## config.mk

```make
export PLATFORM = sky130hd
export DESIGN_NAME = irq_prio_tracker
export DESIGN_NICKNAME = d
export VERILOG_FILES = /design/src/rtl/irqt_pkg.sv /design/src/rtl/irqt_pick_highest.sv /design/src/rtl/irqt_nest_stack.sv /design/src/rtl/irq_prio_tracker.sv
export SDC_FILE = /design/constraint.sdc
export NUM_CORES = 2
export LEC_CHECK = 0
export BUFFER_PORTS_ARGS = -buffer_cell sky130_fd_sc_hd__buf_4
export CAP_MARGIN = 20
export CORE_UTILIZATION = 40
export DETAILED_ROUTE_END_ITERATION = 8
export PLACE_DENSITY = 0.6
export SYNTH_ARGS = -nofsm -noshare
export SYNTH_HDL_FRONTEND = slang
export SYNTH_HIERARCHICAL = 1
export SYNTH_SLANG_ARGS = --single-unit
```

## constraint.sdc

```tcl
create_clock -name clk -period 7.15 [get_ports clk]
set_input_delay 0 -clock clk [delete_from_list [all_inputs] [get_ports clk]]
set_output_delay 0 -clock clk [all_outputs]
set_load 0.03 [all_outputs]
```

## src/rtl/irqt_pkg.sv

```systemverilog
package irqt_pkg;
    localparam int VEC_W   = 8;
    localparam int NVEC    = 1 << VEC_W;
    localparam int FIRST_OK = 32;
    localparam int CLS_W   = 4;

    typedef logic [VEC_W-1:0] vec_t;
    typedef logic [CLS_W-1:0] cls_t;

    typedef enum logic [1:0] {
        S_EMPTY  = 2'd0,
        S_NESTED = 2'd1,
        S_FULL   = 2'd2
    } nest_state_e;

    function automatic cls_t vclass(input vec_t v);
        return v[VEC_W-1 -: CLS_W];
    endfunction
endpackage

```

## src/rtl/irqt_pick_highest.sv

```systemverilog
module irqt_pick_highest #(
    parameter int N  = 256,
    parameter int LO = 32,
    localparam int IW = $clog2(N)
) (
    input  logic [N-1:0]  bits,
    output logic          hit,
    output logic [IW-1:0] idx
);
    // Ascending scan: the last set bit seen is the highest one.
    always_comb begin
        hit = 1'b0;
        idx = '0;
        for (int i = LO; i < N; i++) begin
            if (bits[i]) begin
                hit = 1'b1;
                idx = IW'(i);
            end
        end
    end
endmodule

```

## src/rtl/irqt_nest_stack.sv

```systemverilog
module irqt_nest_stack
    import irqt_pkg::*;
#(
    parameter int DEPTH = 16,
    localparam int CW = $clog2(DEPTH + 1)
) (
    input  logic          clk,
    input  logic          rst_n,
    input  logic          push,
    input  logic          pop,
    input  vec_t          push_vec,
    output vec_t          top,
    output vec_t          below,
    output logic [CW-1:0] count,
    output logic          empty,
    output logic          full
);
    vec_t          slot [DEPTH];
    logic [CW-1:0] cnt;

    generate
        for (genvar g = 0; g < DEPTH; g++) begin : g_slot
            always_ff @(posedge clk) begin
                if (!rst_n)
                    slot[g] <= '0;
                else if (push && cnt == CW'(g))
                    slot[g] <= push_vec;
            end
        end
    endgenerate

    always_ff @(posedge clk) begin
        if (!rst_n)
            cnt <= '0;
        else if (push && cnt != CW'(DEPTH))
            cnt <= cnt + 1'b1;
        else if (pop && cnt != '0)
            cnt <= cnt - 1'b1;
    end

    // Empty stack reads as the placeholder vector 0.
    always_comb begin
        top   = '0;
        below = '0;
        for (int i = 0; i < DEPTH; i++) begin
            if (cnt == CW'(i + 1)) top   = slot[i];
            if (cnt == CW'(i + 2)) below = slot[i];
        end
    end

    assign count = cnt;
    assign empty = (cnt == '0);
    assign full  = (cnt == CW'(DEPTH));

    p_push_grows_r4: assert property (@(posedge clk) disable iff (!rst_n)
        (push && !full) |=> (count == $past(count) + 1'b1));
    p_pop_shrinks_r5: assert property (@(posedge clk) disable iff (!rst_n)
        (pop && !push && !empty) |=> (count == $past(count) - 1'b1));
endmodule

```

## src/rtl/irq_prio_tracker.sv

```systemverilog
module irq_prio_tracker
    import irqt_pkg::*;
#(
    parameter int STK_DEPTH = 16,
    localparam int CW = $clog2(STK_DEPTH + 1)
) (
    input  logic             clk,
    input  logic             rst_n,
    input  logic             req_valid,
    input  logic [7:0]       req_vec,
    input  logic             ack_valid,
    input  logic [7:0]       ack_vec,
    input  logic             eoi,
    input  logic             tpr_wr,
    input  logic [31:0]      tpr_wdata,
    output logic             pend_valid,
    output logic [7:0]       pend_vec,
    output logic [NVEC-1:0]  irr_q,
    output logic [NVEC-1:0]  isr_q,
    output logic [7:0]       tpr_q,
    output logic [7:0]       ppr_q,
    output logic             err
);
    nest_state_e   state, state_d;
    vec_t          stk_top, stk_below;
    logic [CW-1:0] stk_cnt;
    logic          stk_empty, stk_full;

    logic          irr_hit, isr_hit;
    vec_t          irr_idx, isr_idx;

    logic          do_eoi, do_acc, ovf, cls_bad;
    logic [NVEC-1:0] req_mask, acc_mask, eoi_mask;
    vec_t          tpr_d, top_d, ppr_d;

    // Command decode: end-of-interrupt wins over accept.
    always_comb begin
        do_eoi  = eoi && (state != S_EMPTY);
        do_acc  = ack_valid && !eoi && (state != S_FULL);
        ovf     = ack_valid && !eoi && (state == S_FULL);
        cls_bad = do_acc && (state != S_EMPTY) && (vclass(ack_vec) <= vclass(stk_top));
    end

    always_comb begin
        req_mask = req_valid ? (NVEC'(1) << req_vec) : '0;
        acc_mask = do_acc ? (NVEC'(1) << ack_vec) : '0;
        eoi_mask = (do_eoi && isr_hit) ? (NVEC'(1) << isr_idx) : '0;
    end

    irqt_pick_highest #(.N(NVEC), .LO(FIRST_OK)) u_irr_pick (
        .bits(irr_q), .hit(irr_hit), .idx(irr_idx)
    );
    irqt_pick_highest #(.N(NVEC), .LO(FIRST_OK)) u_isr_pick (
        .bits(isr_q), .hit(isr_hit), .idx(isr_idx)
    );

    irqt_nest_stack #(.DEPTH(STK_DEPTH)) u_stack (
        .clk(clk), .rst_n(rst_n),
        .push(do_acc), .pop(do_eoi), .push_vec(ack_vec),
        .top(stk_top), .below(stk_below), .count(stk_cnt),
        .empty(stk_empty), .full(stk_full)
    );

    // Nesting state machine: next state
    always_comb begin
        state_d = state;
        unique case (state)
            S_EMPTY: begin
                if (do_acc) state_d = (STK_DEPTH == 1) ? S_FULL : S_NESTED;
            end
            S_NESTED: begin
                if (do_acc && stk_cnt == CW'(STK_DEPTH - 1)) state_d = S_FULL;
                else if (do_eoi && stk_cnt == CW'(1))        state_d = S_EMPTY;
            end
            S_FULL: begin
                if (do_eoi) state_d = (STK_DEPTH == 1) ? S_EMPTY : S_NESTED;
            end
            default: state_d = S_EMPTY;
        endcase
    end

    always_ff @(posedge clk) begin
        if (!rst_n) state <= S_EMPTY;
        else        state <= state_d;
    end

    // Priority recomputation from the post-update task priority and stack top
    always_comb begin
        tpr_d = tpr_wr ? tpr_wdata[7:0] : tpr_q;
        if (do_acc)      top_d = ack_vec;
        else if (do_eoi) top_d = stk_below;
        else             top_d = stk_top;
        if (vclass(tpr_d) >= vclass(top_d)) ppr_d = tpr_d;
        else                                ppr_d = {vclass(top_d), 4'h0};
    end

    always_ff @(posedge clk) begin
        if (!rst_n) begin
            irr_q <= '0;
            isr_q <= '0;
            tpr_q <= '0;
            ppr_q <= '0;
            err   <= 1'b0;
        end else begin
            irr_q <= (irr_q & ~acc_mask) | req_mask;
            isr_q <= (isr_q | acc_mask) & ~eoi_mask;
            tpr_q <= tpr_d;
            ppr_q <= ppr_d;
            err   <= err | ovf | cls_bad;
        end
    end

    // Output process: deliverable vector
    always_comb begin
        pend_vec   = irr_idx;
        pend_valid = irr_hit && (vclass(irr_idx) > vclass(ppr_q));
    end

    p_fsm_tracks_stack_r4: assert property (@(posedge clk) disable iff (!rst_n)
        ((state == S_EMPTY) == stk_empty) && ((state == S_FULL) == stk_full));
    p_pend_above_ppr_r1: assert property (@(posedge clk) disable iff (!rst_n)
        pend_valid |-> (pend_vec[7:4] > ppr_q[7:4]));
    p_pend_not_reserved_r2: assert property (@(posedge clk) disable iff (!rst_n)
        pend_valid |-> (pend_vec >= 8'(FIRST_OK)));
    p_ppr_shape_r3: assert property (@(posedge clk) disable iff (!rst_n)
        (ppr_q == tpr_q) || (ppr_q[3:0] == 4'h0 && ppr_q[7:4] > tpr_q[7:4]));
    p_eoi_idle_r5: assert property (@(posedge clk) disable iff (!rst_n)
        (eoi && state == S_EMPTY && !ack_valid) |=> $stable(isr_q));
    p_tpr_low_byte_r6: assert property (@(posedge clk) disable iff (!rst_n)
        tpr_wr |=> (tpr_q == $past(tpr_wdata[7:0])));
    p_no_overflow_r8: assert property (@(posedge clk) disable iff (!rst_n)
        (ack_valid && !eoi && state == S_FULL) |=> (err && $stable(isr_q)));
endmodule

```

==> qor.csv <==
stage,metric,value,unit
synthesis,syn-mean-instance-area,8.13,um^2
clock_network,clock_sinks,600,
detailed_routing,ant_nets,0,
global_route,first_global_vias,32300,
global_route,grt_max_degree,186,
detailed_routing,firstDrtPassIters,9,
detailed_routing,routed-wl-met2,76.9,mm
clock_network,cts_buffers,71,
placed_design,placed_cells,5239,
global_route,antenna_found_initial,3,
worst_setup_path,cp_data_arrival_time,5.38,ns
sta,tightestPinTransition,1.31,ns
clock_network,cts_buffer_depth,3,
synthesis,postSynthCellCount,3846,
worst_setup_path,worst_setup_path_start_kind,register,
worst_setup_path,ff2ff_path_depth,12,
floorplan,die_w,282,um
worst_setup_path,cp_slowest_stage_delay,0.83,ns
sta,relSlewSlack,0.122,
worst_setup_path,reg2reg_to,ppr_q[4]$_SDFF_PN0_,
placed_design,placed_area,0.0361,mm^2
synthesis,synth_fp_nets,3918,
clock_network,cts_setup_buffers,0,
sta,finClkSkew,0.0157,ns
detailed_routing,wirelength,177,mm
worst_setup_path,r2r_setup_slack,2.30,ns
floorplan,io_pins,592,
layout,final_cells,5402,
global_route,grt_overflow_total,0,
worst_setup_path,critPathKind,register to register,
detailed_routing,top_layer_used,met5,
detailed_routing,post-route-drc-count,1,
min_path,hold_end,irr_q[140]$_SDFF_PN0_,
outcome,violations,DRC,
detailed_routing,viasPerCell,6.72,
min_path,hold_path_startpoint,req_valid,
worst_setup_path,rr_startpoint,u_stack/count[1]$_SDFFE_PN0P_,
min_path,min_path_type,input pin to register,
clock_network,htree_num_levels,3,
layout,syn2layout_area_growth,24.2,%
floorplan,initial_utilization,0.404,
layout,final_cell_mix,"601 x buf_4, 536 x dfxtp_1, 493 x nor2_1",
detailed_routing,wl_met3,18.9,mm
min_path,whs_path_depth,4,
layout,fill_cells,7759,
global_route,grt_pass1_wl,242,mm
sta,max_freq,206,MHz
pwr,ir_worst_vdd,0.156,mV
pwr,p_leak,0.0153,uW
layout,mostFrequentLayoutCell,buf_4,
floorplan,dieArea,0.0793,mm^2
pwr,p_per_area,207,mW/mm^2
clock_network,cts_root_buf,clkbuf_16,
clock_network,clk_latency,0.64,ns
sta,final-max-slew-violation-count,0,
clock_network,clk_pin_slew_worst_paths,0.06,ns
sta,min_period,4.85,ns
global_route,grt_use_total,0.426,
clock_network,cts_tree,built,
sta,fin_setup_tns,0,ns
synthesis,ys_warn_count,6,
sta,period_share,0.679,
layout,final_nets,4377,
detailed_routing,wl_met1,66.6,mm
detailed_routing,first_iter_violations,5974,
floorplan,core_area,0.0773,mm^2
worst_setup_path,cp.required,7.67,ns
worst_setup_path,slowest_stage,nor4bb_1,
worst_setup_path,end_kind,register,
sta,rsz0062_at_grt,no,
floorplan,row_count,102,
outcome,status,"complete, but fails checks",
layout,drive_gt1_frac,0.211,
synthesis,netlist_area,0.0313,mm^2
placed_design,port_buffers,567,
worst_setup_path,cp_cell_sequence,"inv_1, ha_1, nor4bb_1, nor2_1, a222oi_1, nand3_1, mux2_2, mux2i_1, ha_1, a2111oi_1, nor2_1, a22o_1",
clock_network,post_cts_resized,0,
detailed_routing,vias,36300,
floorplan,die_y,282,um
detailed_routing,wl_per_cell,32.8,um
sta,finalSetupViolations,0,
worst_setup_path,cp_max_fo,20,
job,cap_violations,0,
placed_design,gp_congestion,1.07,
sta,hold_viol,0,
placed_design,dp_hpwl,136,mm
layout,stdcell_area,0.0388,mm^2
-- power by group --
part / internal (uW) / switching (uW)
Clock: 2210 / 1570
Combinational: 218 / 571
Sequential: 3430 / 42.2
Total: 5860 / 2190
-- worst max-delay path: cells and delay by family, from the launching register on --
| kind | cells | cell delay (ns) |
|---|---|---|
| simple gates | 4 | 1.40 |
| compound gates | 3 | 1.32 |
| fa+ha+maj | 2 | 1.03 |
| mux | 2 | 0.50 |
| flops | 1 | 0.38 |
| buf+inv | 1 | 0.12 |
-- final cells by class --
type	instances	area (um^2)	area share
repair buffers	639	4920	0.127
clock buffers	100	2030	0.0522
clock inverters	29	362	0.00932
multi-input cells	2888	17200	0.442
well taps	1040	1300	0.0335
inverters	105	394	0.0102
diodes	1	2.50	0.0000645
flip-flops and latches	600	12700	0.326
-- sequential cells by signal, summed over array words and instances, names as in the netlist --
register       count
err                1
irr_q            256
isr_q            256
ppr_q              8
state              2
tpr_q              8
u_stack/count      5
u_stack/slot      64
-- through the flow --
stage	worst slack, ns	util	hold WS [ns]	power, uW
2_1_floorplan	3.26	-	0.128	4000
6_report	2.30	0.502	0.0656	8050
4_1_cts	2.41	0.501	0.00588	8010
3_5_place_dp	2.41	0.467	0.275	4290
5_1_grt	1.97	0.502	0.0683	8200
3_3_place_gp	2.41	0.466	0.267	4290
-- routing by layer --
layer  GRT usage  up-vias
met1       0.548    17500
met3      0.0767      602
met2       0.647     2770
met4       0.299        4
met5           0        -
li1            -    15400
-- worst max-delay path by stage --
stage | startpoint | end | slack [ns]
after detailed placement | u_stack/count[1]$_SDFFE_PN0P_ | ppr_q[4]$_SDFF_PN0_ | 2.41
after floorplan | u_stack/count[0]$_SDFFE_PN0P_ | ppr_q[4]$_SDFF_PN0_ | 3.26
after global routing | u_stack/count[1]$_SDFFE_PN0P_ | ppr_q[4]$_SDFF_PN0_ | 1.97
final | u_stack/count[1]$_SDFFE_PN0P_ | ppr_q[4]$_SDFF_PN0_ | 2.30
after global placement | u_stack/count[0]$_SDFFE_PN0P_ | ppr_q[4]$_SDFF_PN0_ | 2.41
after CTS | u_stack/count[1]$_SDFFE_PN0P_ | ppr_q[4]$_SDFF_PN0_ | 2.41
-- timing repair --
action                                  4_1_cts  5_1_grt
hold endpoints to repair                    173        0
hold buffers                                 29        0
endpoints found under the setup margin        0        0
Note: power is estimated with default switching activity, not from simulation.
